[src/rtl/cfg_load_pkg.sv]
package cfg_load_pkg;

  typedef enum logic [2:0] {
    ST_IDLE,
    ST_WAIT_RDY,
    ST_STROBE,
    ST_HOLD,
    ST_WAIT_DONE,
    ST_DUMMY_WRITE,
    ST_OK,
    ST_FAIL
  } ldState_t;

  typedef enum logic [1:0] {
    FC_NONE = 2'd0,
    FC_INIT = 2'd1,
    FC_BUSY = 2'd2,
    FC_DONE = 2'd3
  } failCode_t;

  // strobes from control to datapath
  typedef struct packed {
    logic loadCfg;     // latch parameters, clear byte count
    logic acceptByte;  // take stream byte into data register
    logic loadDummy;   // load the don't-care byte
    logic clrWait;     // clear wait timer
    logic incWait;     // advance wait timer
    logic selDone;     // compare wait timer against DONE limit
    logic clrStb;      // restart strobe width counter
    logic strobeLow;   // write strobe active
  } dpCtl_t;

  localparam logic [7:0] DUMMY_BYTE = 8'hFF;

endpackage

[src/rtl/cfg_load_dp.sv]
module cfg_load_dp
  import cfg_load_pkg::*;
#(
  parameter int LEN_W       = 20,
  parameter int STB_W       = 4,
  parameter int TMO_W       = 16,
  parameter int SYNC_STAGES = 2
) (
  input  logic             clk,
  input  logic             rstN,
  input  dpCtl_t           ctl,
  input  logic [LEN_W-1:0] imageLen,
  input  logic [STB_W-1:0] strobeCycles,
  input  logic [TMO_W-1:0] busyLimit,
  input  logic [TMO_W-1:0] doneLimit,
  input  logic [7:0]       inData,
  input  logic             devRdy,
  input  logic             devInitN,
  input  logic             devDone,
  output logic             devWrN,
  output logic [7:0]       devData,
  output logic             rdyS,
  output logic             initNS,
  output logic             doneS,
  output logic             lastByte,
  output logic             stbDone,
  output logic             waitHit
);

  localparam int SYNC_W = 3 * SYNC_STAGES;
  localparam logic [2:0] SYNC_RST = 3'b010;  // {done, initN, rdy}
  localparam logic [STB_W-1:0] MIN_STB = STB_W'(2);

  logic [2:0]        rawIn;
  logic [SYNC_W-1:0] syncPipe;

  assign rawIn = {devDone, devInitN, devRdy};

  generate
    if (SYNC_STAGES == 1) begin : g_syncOne
      always_ff @(posedge clk) begin
        if (!rstN) syncPipe <= SYNC_RST;
        else       syncPipe <= rawIn;
      end
    end else begin : g_syncChain
      always_ff @(posedge clk) begin
        if (!rstN) syncPipe <= {SYNC_STAGES{SYNC_RST}};
        else       syncPipe <= {syncPipe[SYNC_W-4:0], rawIn};
      end
    end
  endgenerate

  assign {doneS, initNS, rdyS} = syncPipe[SYNC_W-1 -: 3];

  logic [LEN_W-1:0] lenReg;
  logic [LEN_W-1:0] byteCnt;
  logic [STB_W-1:0] stbReg;
  logic [STB_W-1:0] stbCnt;
  logic [TMO_W-1:0] busyLimReg;
  logic [TMO_W-1:0] doneLimReg;
  logic [TMO_W-1:0] waitCnt;
  logic [7:0]       dataReg;
  logic [STB_W-1:0] stbEff;

  assign stbEff = (strobeCycles < MIN_STB) ? MIN_STB : strobeCycles;

  always_ff @(posedge clk) begin
    if (!rstN) begin
      lenReg     <= '0;
      stbReg     <= MIN_STB;
      busyLimReg <= '0;
      doneLimReg <= '0;
    end else if (ctl.loadCfg) begin
      lenReg     <= imageLen;
      stbReg     <= stbEff;
      busyLimReg <= busyLimit;
      doneLimReg <= doneLimit;
    end
  end

  always_ff @(posedge clk) begin
    if (!rstN) begin
      byteCnt <= '0;
      dataReg <= '0;
    end else if (ctl.loadCfg) begin
      byteCnt <= '0;
    end else if (ctl.acceptByte) begin
      byteCnt <= byteCnt + 1'b1;
      dataReg <= inData;
    end else if (ctl.loadDummy) begin
      dataReg <= DUMMY_BYTE;
    end
  end

  always_ff @(posedge clk) begin
    if (!rstN)                         stbCnt <= STB_W'(1);
    else if (ctl.clrStb)               stbCnt <= STB_W'(1);
    else if (ctl.strobeLow && !stbDone) stbCnt <= stbCnt + 1'b1;
  end

  always_ff @(posedge clk) begin
    if (!rstN)                            waitCnt <= '0;
    else if (ctl.clrWait)                 waitCnt <= '0;
    else if (ctl.incWait && waitCnt != '1) waitCnt <= waitCnt + 1'b1;
  end

  assign lastByte = (byteCnt == lenReg);
  assign stbDone  = (stbCnt >= stbReg);
  assign waitHit  = (waitCnt >= (ctl.selDone ? doneLimReg : busyLimReg));
  assign devWrN   = ~ctl.strobeLow;
  assign devData  = dataReg;

  // data bus frozen while strobing and one cycle after
  p_data_hold_r3: assert property (@(posedge clk) disable iff (!rstN)
    $past(ctl.strobeLow) |-> $stable(dataReg));

  // never more bytes than the latched length
  p_count_bound_r4: assert property (@(posedge clk) disable iff (!rstN)
    byteCnt <= lenReg);

endmodule

[src/rtl/cfg_load_ctrl.sv]
module cfg_load_ctrl
  import cfg_load_pkg::*;
(
  input  logic       clk,
  input  logic       rstN,
  input  logic       start,
  input  logic       inValid,
  input  logic       rdyS,
  input  logic       initNS,
  input  logic       doneS,
  input  logic       lastByte,
  input  logic       stbDone,
  input  logic       waitHit,
  output dpCtl_t     ctl,
  output logic       inReady,
  output logic       loadBusy,
  output logic       loadOk,
  output logic       loadFail,
  output logic [1:0] failCode
);

  ldState_t  state, nxt;
  failCode_t failReg, failNxt;
  logic      dummyPhase;
  logic      active;

  assign active = (state == ST_WAIT_RDY) || (state == ST_STROBE) || (state == ST_HOLD) ||
                  (state == ST_WAIT_DONE) || (state == ST_DUMMY_WRITE);
  assign inReady = (state == ST_WAIT_RDY) && rdyS && initNS;

  always_comb begin
    ctl     = '0;
    nxt     = state;
    failNxt = failReg;
    unique case (state)
      ST_IDLE, ST_OK, ST_FAIL: begin
        if (start) begin
          ctl.loadCfg = 1'b1;
          ctl.clrWait = 1'b1;
          failNxt     = FC_NONE;
          nxt         = ST_WAIT_RDY;
        end
      end
      ST_WAIT_RDY: begin
        if (rdyS) begin
          ctl.clrWait = 1'b1;
          if (inValid && inReady) begin
            ctl.acceptByte = 1'b1;
            ctl.clrStb     = 1'b1;
            nxt            = ST_STROBE;
          end
        end else begin
          ctl.incWait = 1'b1;
          if (waitHit) begin
            nxt     = ST_FAIL;
            failNxt = FC_BUSY;
          end
        end
      end
      ST_STROBE, ST_DUMMY_WRITE: begin
        ctl.strobeLow = 1'b1;
        if (stbDone) nxt = ST_HOLD;
      end
      ST_HOLD: begin
        ctl.clrWait = 1'b1;
        if (dummyPhase)    nxt = ST_OK;
        else if (lastByte) nxt = ST_WAIT_DONE;
        else               nxt = ST_WAIT_RDY;
      end
      ST_WAIT_DONE: begin
        ctl.selDone = 1'b1;
        if (doneS && rdyS) begin
          ctl.loadDummy = 1'b1;
          ctl.clrStb    = 1'b1;
          nxt           = ST_DUMMY_WRITE;
        end else begin
          ctl.incWait = 1'b1;
          if (waitHit) begin
            nxt     = ST_FAIL;
            failNxt = FC_DONE;
          end
        end
      end
      default: nxt = ST_IDLE;
    endcase
    // init error overrides everything during a load
    if (active && !initNS) begin
      ctl.acceptByte = 1'b0;
      ctl.loadDummy  = 1'b0;
      nxt            = ST_FAIL;
      failNxt        = FC_INIT;
    end
  end

  always_ff @(posedge clk) begin
    if (!rstN) begin
      state      <= ST_IDLE;
      failReg    <= FC_NONE;
      dummyPhase <= 1'b0;
    end else begin
      state   <= nxt;
      failReg <= failNxt;
      if (ctl.loadDummy)    dummyPhase <= 1'b1;
      else if (ctl.loadCfg) dummyPhase <= 1'b0;
    end
  end

  assign loadBusy = active;
  assign loadOk   = (state == ST_OK);
  assign loadFail = (state == ST_FAIL);
  assign failCode = failReg;

  // a strobe lasts at least two cycles
  p_strobe_min_r3: assert property (@(posedge clk) disable iff (!rstN)
    $rose(ctl.strobeLow) |=> ctl.strobeLow);

  // a write starts only after ready was seen
  p_write_needs_ready_r2: assert property (@(posedge clk) disable iff (!rstN)
    $rose(ctl.strobeLow) |-> $past(rdyS));

  // init low during a load ends in FAIL with the init code
  p_init_aborts_r7: assert property (@(posedge clk) disable iff (!rstN)
    (loadBusy && !initNS) |=> (loadFail && failCode == FC_INIT));

  // success only right after the extra write's hold cycle
  p_ok_after_dummy_r5: assert property (@(posedge clk) disable iff (!rstN)
    $rose(loadOk) |-> $past(state == ST_HOLD && dummyPhase));

  // FAIL is left only through start
  p_fail_holds_r10: assert property (@(posedge clk) disable iff (!rstN)
    (loadFail && !start) |=> loadFail);

endmodule

[src/rtl/byte_cfg_loader.sv]
module byte_cfg_loader
  import cfg_load_pkg::*;
#(
  parameter int LEN_W       = 20,
  parameter int STB_W       = 4,
  parameter int TMO_W       = 16,
  parameter int SYNC_STAGES = 2
) (
  input  logic             clk,
  input  logic             rstN,
  input  logic             start,
  input  logic [LEN_W-1:0] imageLen,
  input  logic [STB_W-1:0] strobeCycles,
  input  logic [TMO_W-1:0] busyLimit,
  input  logic [TMO_W-1:0] doneLimit,
  input  logic             inValid,
  input  logic [7:0]       inData,
  output logic             inReady,
  output logic             devWrN,
  output logic [7:0]       devData,
  input  logic             devRdy,
  input  logic             devInitN,
  input  logic             devDone,
  output logic             loadBusy,
  output logic             loadOk,
  output logic             loadFail,
  output logic [1:0]       failCode
);

  dpCtl_t ctl;
  logic   rdyS, initNS, doneS, lastByte, stbDone, waitHit;

  cfg_load_ctrl u_ctrl (
    .clk      (clk),
    .rstN     (rstN),
    .start    (start),
    .inValid  (inValid),
    .rdyS     (rdyS),
    .initNS   (initNS),
    .doneS    (doneS),
    .lastByte (lastByte),
    .stbDone  (stbDone),
    .waitHit  (waitHit),
    .ctl      (ctl),
    .inReady  (inReady),
    .loadBusy (loadBusy),
    .loadOk   (loadOk),
    .loadFail (loadFail),
    .failCode (failCode)
  );

  cfg_load_dp #(
    .LEN_W       (LEN_W),
    .STB_W       (STB_W),
    .TMO_W       (TMO_W),
    .SYNC_STAGES (SYNC_STAGES)
  ) u_dp (
    .clk          (clk),
    .rstN         (rstN),
    .ctl          (ctl),
    .imageLen     (imageLen),
    .strobeCycles (strobeCycles),
    .busyLimit    (busyLimit),
    .doneLimit    (doneLimit),
    .inData       (inData),
    .devRdy       (devRdy),
    .devInitN     (devInitN),
    .devDone      (devDone),
    .devWrN       (devWrN),
    .devData      (devData),
    .rdyS         (rdyS),
    .initNS       (initNS),
    .doneS        (doneS),
    .lastByte     (lastByte),
    .stbDone      (stbDone),
    .waitHit      (waitHit)
  );

endmodule

[config.mk]
export PLATFORM = sky130hd
export DESIGN_NAME = byte_cfg_loader
export DESIGN_NICKNAME = d
export VERILOG_FILES = /design/src/rtl/cfg_load_pkg.sv /design/src/rtl/cfg_load_dp.sv /design/src/rtl/cfg_load_ctrl.sv /design/src/rtl/byte_cfg_loader.sv
export SDC_FILE = /design/constraint.sdc
export NUM_CORES = 1
export LEC_CHECK = 0
export CAP_MARGIN = 25
export CORE_ASPECT_RATIO = 0.75
export CORE_MARGIN = 10
export CORE_UTILIZATION = 48
export DETAILED_ROUTE_END_ITERATION = 8
export PLACE_DENSITY = 0.73
export SETUP_SLACK_MARGIN = 0.3
export SLEW_MARGIN = 10
export SYNTH_ARGS = -nofsm -noshare
export SYNTH_HDL_FRONTEND = slang
export SYNTH_SLANG_ARGS = --single-unit
[constraint.sdc]
create_clock -name clk -period 3.5 [get_ports clk]
set_clock_uncertainty 0.1 [all_clocks]
set_input_delay 0.7 -clock clk [delete_from_list [all_inputs] [get_ports clk]]
set_output_delay 0.7 -clock clk [all_outputs]
set_load 0.1 [all_outputs]
==> results_dict.tcl <==
set metrics [dict create \
    r2r_start "u_ctrl.state[0]$_SDFFE_PN0P_" \
    grt_usage 0.173 \
    grt_pass1_vias 4533 \
    worst_setup_path_start_kind "flip-flop" \
    worstReg2RegEnd "u_ctrl.state[2]$_SDFFE_PN0P_" \
    synth-adder-area-share 0.0541 \
    antenna_found_initial 0 \
    max_slew_margin 0.352 \
    endpoint_kind "flip-flop" \
    cts_hold_buf 0 \
    outcome "finished, final reports clean" \
    path_buf_inv 0 \
    tightest_slew_ps 969 \
    start_util 0.488 \
    grtUsageMet3 0.0711 \
    hpwl_um 9890 \
    design_area_um2 6930 \
    grt.met1_usage 0.229 \
    clk_latency_ps 410 \
    worst_r2r_path_depth 9 \
    ys.flop_type "dfxtp_1" \
    yosysWarnings 0 \
    period_share 0.874 \
    grt_max_degree 40 \
    power_leakage_nw 2.70 \
    synth.area.mux_share 0.0360 \
    vias_per_cell 5.69 \
    cts_tree "yes" \
    reg2reg_setup_slack_ps 440 \
    cp_slowest_cell "dfxtp_1" \
    synthesis.area_um2 5320 \
    first_pass_iters 8 \
    numCtsBuffers 17 \
    synthCells 547 \
    synth_cell_types 56 \
    max_cap_viol_count 0 \
    min_period_ps 3060 \
    synthXorXnorAreaFrac 0.0905 \
    rsz0062_at_grt "false" \
    ant_nets 0 \
    fp-row-count 33 \
    pre_cts_ws_ps 348 \
    layout_commonest_cell "dfxtp_1" \
    grt_first_pass_wirelength_um 22500 \
    die_area_um2 15700 \
    final.setup.tns_ps 0 \
    portBuffers 85 \
    path_max_fanout 14 \
    async_flop_share 0 \
    cts-root-buf "clkbuf_16" \
    path_class "flip-flop to flip-flop" \
    worst_hold_startpoint "u_dp.syncPipe[1]$_SDFF_PN1_" \
    dpl_cell_area_um2 6290 \
    required_ps 3700 \
    hold_violations 0 \
    htree_levels 4 \
    placed_cells 752 \
    globalRoute.busiestLayer "met2" \
    antenna-diode-count 0 \
    drtIter0Drc 328 \
    post_drt_wl_per_cell_um 17.4 \
    clk_pin_slew_ps 50 \
    seq_area_frac_synth 0.437 \
    core_um2 10900 \
    syn_area_per_cell_um2 9.73 \
    detail_route.drc_violations 0 \
    syn2layout_area_growth_pct 30.3 \
    fin_cells 784 \
    cts_num_sinks 116 \
    synth_seq_cells 116 \
    maxSlewViolCount 0 \
    fin_nets 725 \
    drt_wl_total_um 13600 \
    path_delay_family "compound AO/OA/AOI/OAI gates" \
    die_h_um 111 \
    synth_top_family_by_area "compound AO/OA/AOI/OAI gates" \
    io_pins 86 \
    mostFrequentLayoutCells "dfxtp_1 (116), clkdlybuf4s50_1 (71), nor2_1 (54)" \
    holdPathEnd "u_dp.syncPipe[4]$_SDFF_PN1_" \
    crit_chain "nor3_4, mux2_2, ha_1, nand2b_1, a2111oi_0, nor4_1, o21ai_2, a21boi_0, o31a_1" \
    hp-class "flip-flop to flip-flop" \
    layout_setup_ws_ps 440 \
    synthesis.nets 641 \
    synth-edff-count 0 \
    powerDensity_nw_per_um2 734 \
    max_stage_delay_ps 460 \
    ir_drop_uv 400 \
    gr-total-overflow 0 \
    die_x_um 142 \
    use_met2 0.250 \
    power_mw 5.09 \
    synth-simple-area-share 0.162 \
    vias 4461 \
    synth_compound_area_frac 0.187 \
    drive_gt1_frac 0.121 \
    place.gp.congestion 0.872 \
    cts_max_path_buffers 2 \
    setup_viol 0 \
    holdPathStages 1 \
    arrival_ps 3260 \
    clock.fmax_mhz 327 \
]
-- what timing repair did --
action	4_1_cts	5_1_grt
pin swaps	0	0
setup endpoints to repair	1	2
buffers inserted	0	0
resized for setup	1	2
-- Yosys cell counts, drive strengths merged, types with 3 or more instances --
cell type / number / share of area
nand2: 30 / 0.021
a21oi: 13 / 0.012
a31oi: 4 / 0.0047
clkbuf: 14 / 0.0099
ha: 23 / 0.054
nand2b: 6 / 0.0071
o211ai: 3 / 0.0042
a21o: 6 / 0.0085
nand3: 20 / 0.021
mux2i: 18 / 0.034
buf: 15 / 0.014
and4: 7 / 0.012
inv: 15 / 0.011
nor4: 6 / 0.011
xor2: 30 / 0.049
o221a: 9 / 0.019
nand4: 14 / 0.016
nor3: 9 / 0.0094
dfxtp: 116 / 0.44
o31ai: 3 / 0.0042
o21ai: 14 / 0.013
and2: 6 / 0.0071
xnor2: 25 / 0.041
a22o: 52 / 0.086
nor2: 56 / 0.040
and3: 5 / 0.0059
-- per-stage QoR --
| step | util | hold WS (ps) |
|---|---|---|
| final | 0.636 | 303 |
| after global routing | 0.636 | 314 |
| after CTS | 0.635 | 303 |
| after detailed placement | 0.577 | 291 |
| after global placement | 0.577 | 295 |
| after floorplan | - | 286 |
-- sequential cells by signal, indices dropped and copies added, names as in the netlist --
| name | flops |
|---|---|
| u_ctrl.failCode | 2 |
| u_dp.doneLimReg | 16 |
| u_dp.byteCnt | 20 |
| u_dp.devData | 8 |
| u_ctrl.state | 3 |
| u_dp.stbReg | 4 |
| u_dp.stbCnt | 4 |
| u_dp.busyLimReg | 16 |
| u_dp.waitCnt | 16 |
| u_ctrl.dummyPhase | 1 |
| u_dp.lenReg | 20 |
| u_dp.syncPipe | 6 |
-- worst reg2reg max path: stages (launching register included) --
cell and delay, ps:
dfxtp_1 460, nor3_4 310, mux2_2 370, ha_1 260, nand2b_1 130, a2111oi_0 450, nor4_1 130, o21ai_2 280
a21boi_0 150, o31a_1 310
-- logic make-up after synthesis --
kind of cell	Yosys count
XOR/XNOR	55
adder cells (fa/ha/maj)	23
multiplexers	19
AND/OR/NAND/NOR	167
flip-flops	116
AO/OA/AOI/OAI	123
buffers and inverters	44
-- layer usage --
| layer | vias to the layer above | share of wire |
|---|---|---|
| met4 | 0 | 0.011 |
| met5 | - | 0 |
| met2 | 169 | 0.43 |
| li1 | 2166 | - |
| met1 | 2113 | 0.47 |
| met3 | 13 | 0.087 |
-- where the power goes --
group          total [mW]  switching [mW]  internal, mW
combinational        1.57           0.960         0.610
sequential           1.70           0.171          1.53
clock                1.82           0.615          1.21
-- how the worst max path moves through the flow --
| stage | startpoint | endpoint | slack [ps] | cells past startpoint |
|---|---|---|---|---|
| CTS | u_ctrl.state[0]$_SDFFE_PN0P_ | u_ctrl.state[2]$_SDFFE_PN0P_ | 400 | 9 |
| global route | u_ctrl.state[0]$_SDFFE_PN0P_ | u_ctrl.state[2]$_SDFFE_PN0P_ | 330 | 9 |
| global placement | u_ctrl.state[0]$_SDFFE_PN0P_ | u_ctrl.state[2]$_SDFFE_PN0P_ | 450 | 9 |
| floorplan | u_ctrl.state[0]$_SDFFE_PN0P_ | u_ctrl.state[2]$_SDFFE_PN0P_ | 460 | 11 |
| finish | u_ctrl.state[0]$_SDFFE_PN0P_ | u_ctrl.state[2]$_SDFFE_PN0P_ | 440 | 9 |
| detailed placement | u_ctrl.state[0]$_SDFFE_PN0P_ | u_ctrl.state[2]$_SDFFE_PN0P_ | 350 | 9 |
-- cell type report --
cell class	count	area, um^2
Timing Repair Buffer	94	900
Tap cell	140	175
Clock inverter	13	183
Clock buffer	19	443
Multi-Input combinational cell	387	2860
Inverter	15	56.3
Sequential cell	116	2320
Fill cell	887	3970
No activity file was read; power rests on OpenSTA's default activity.
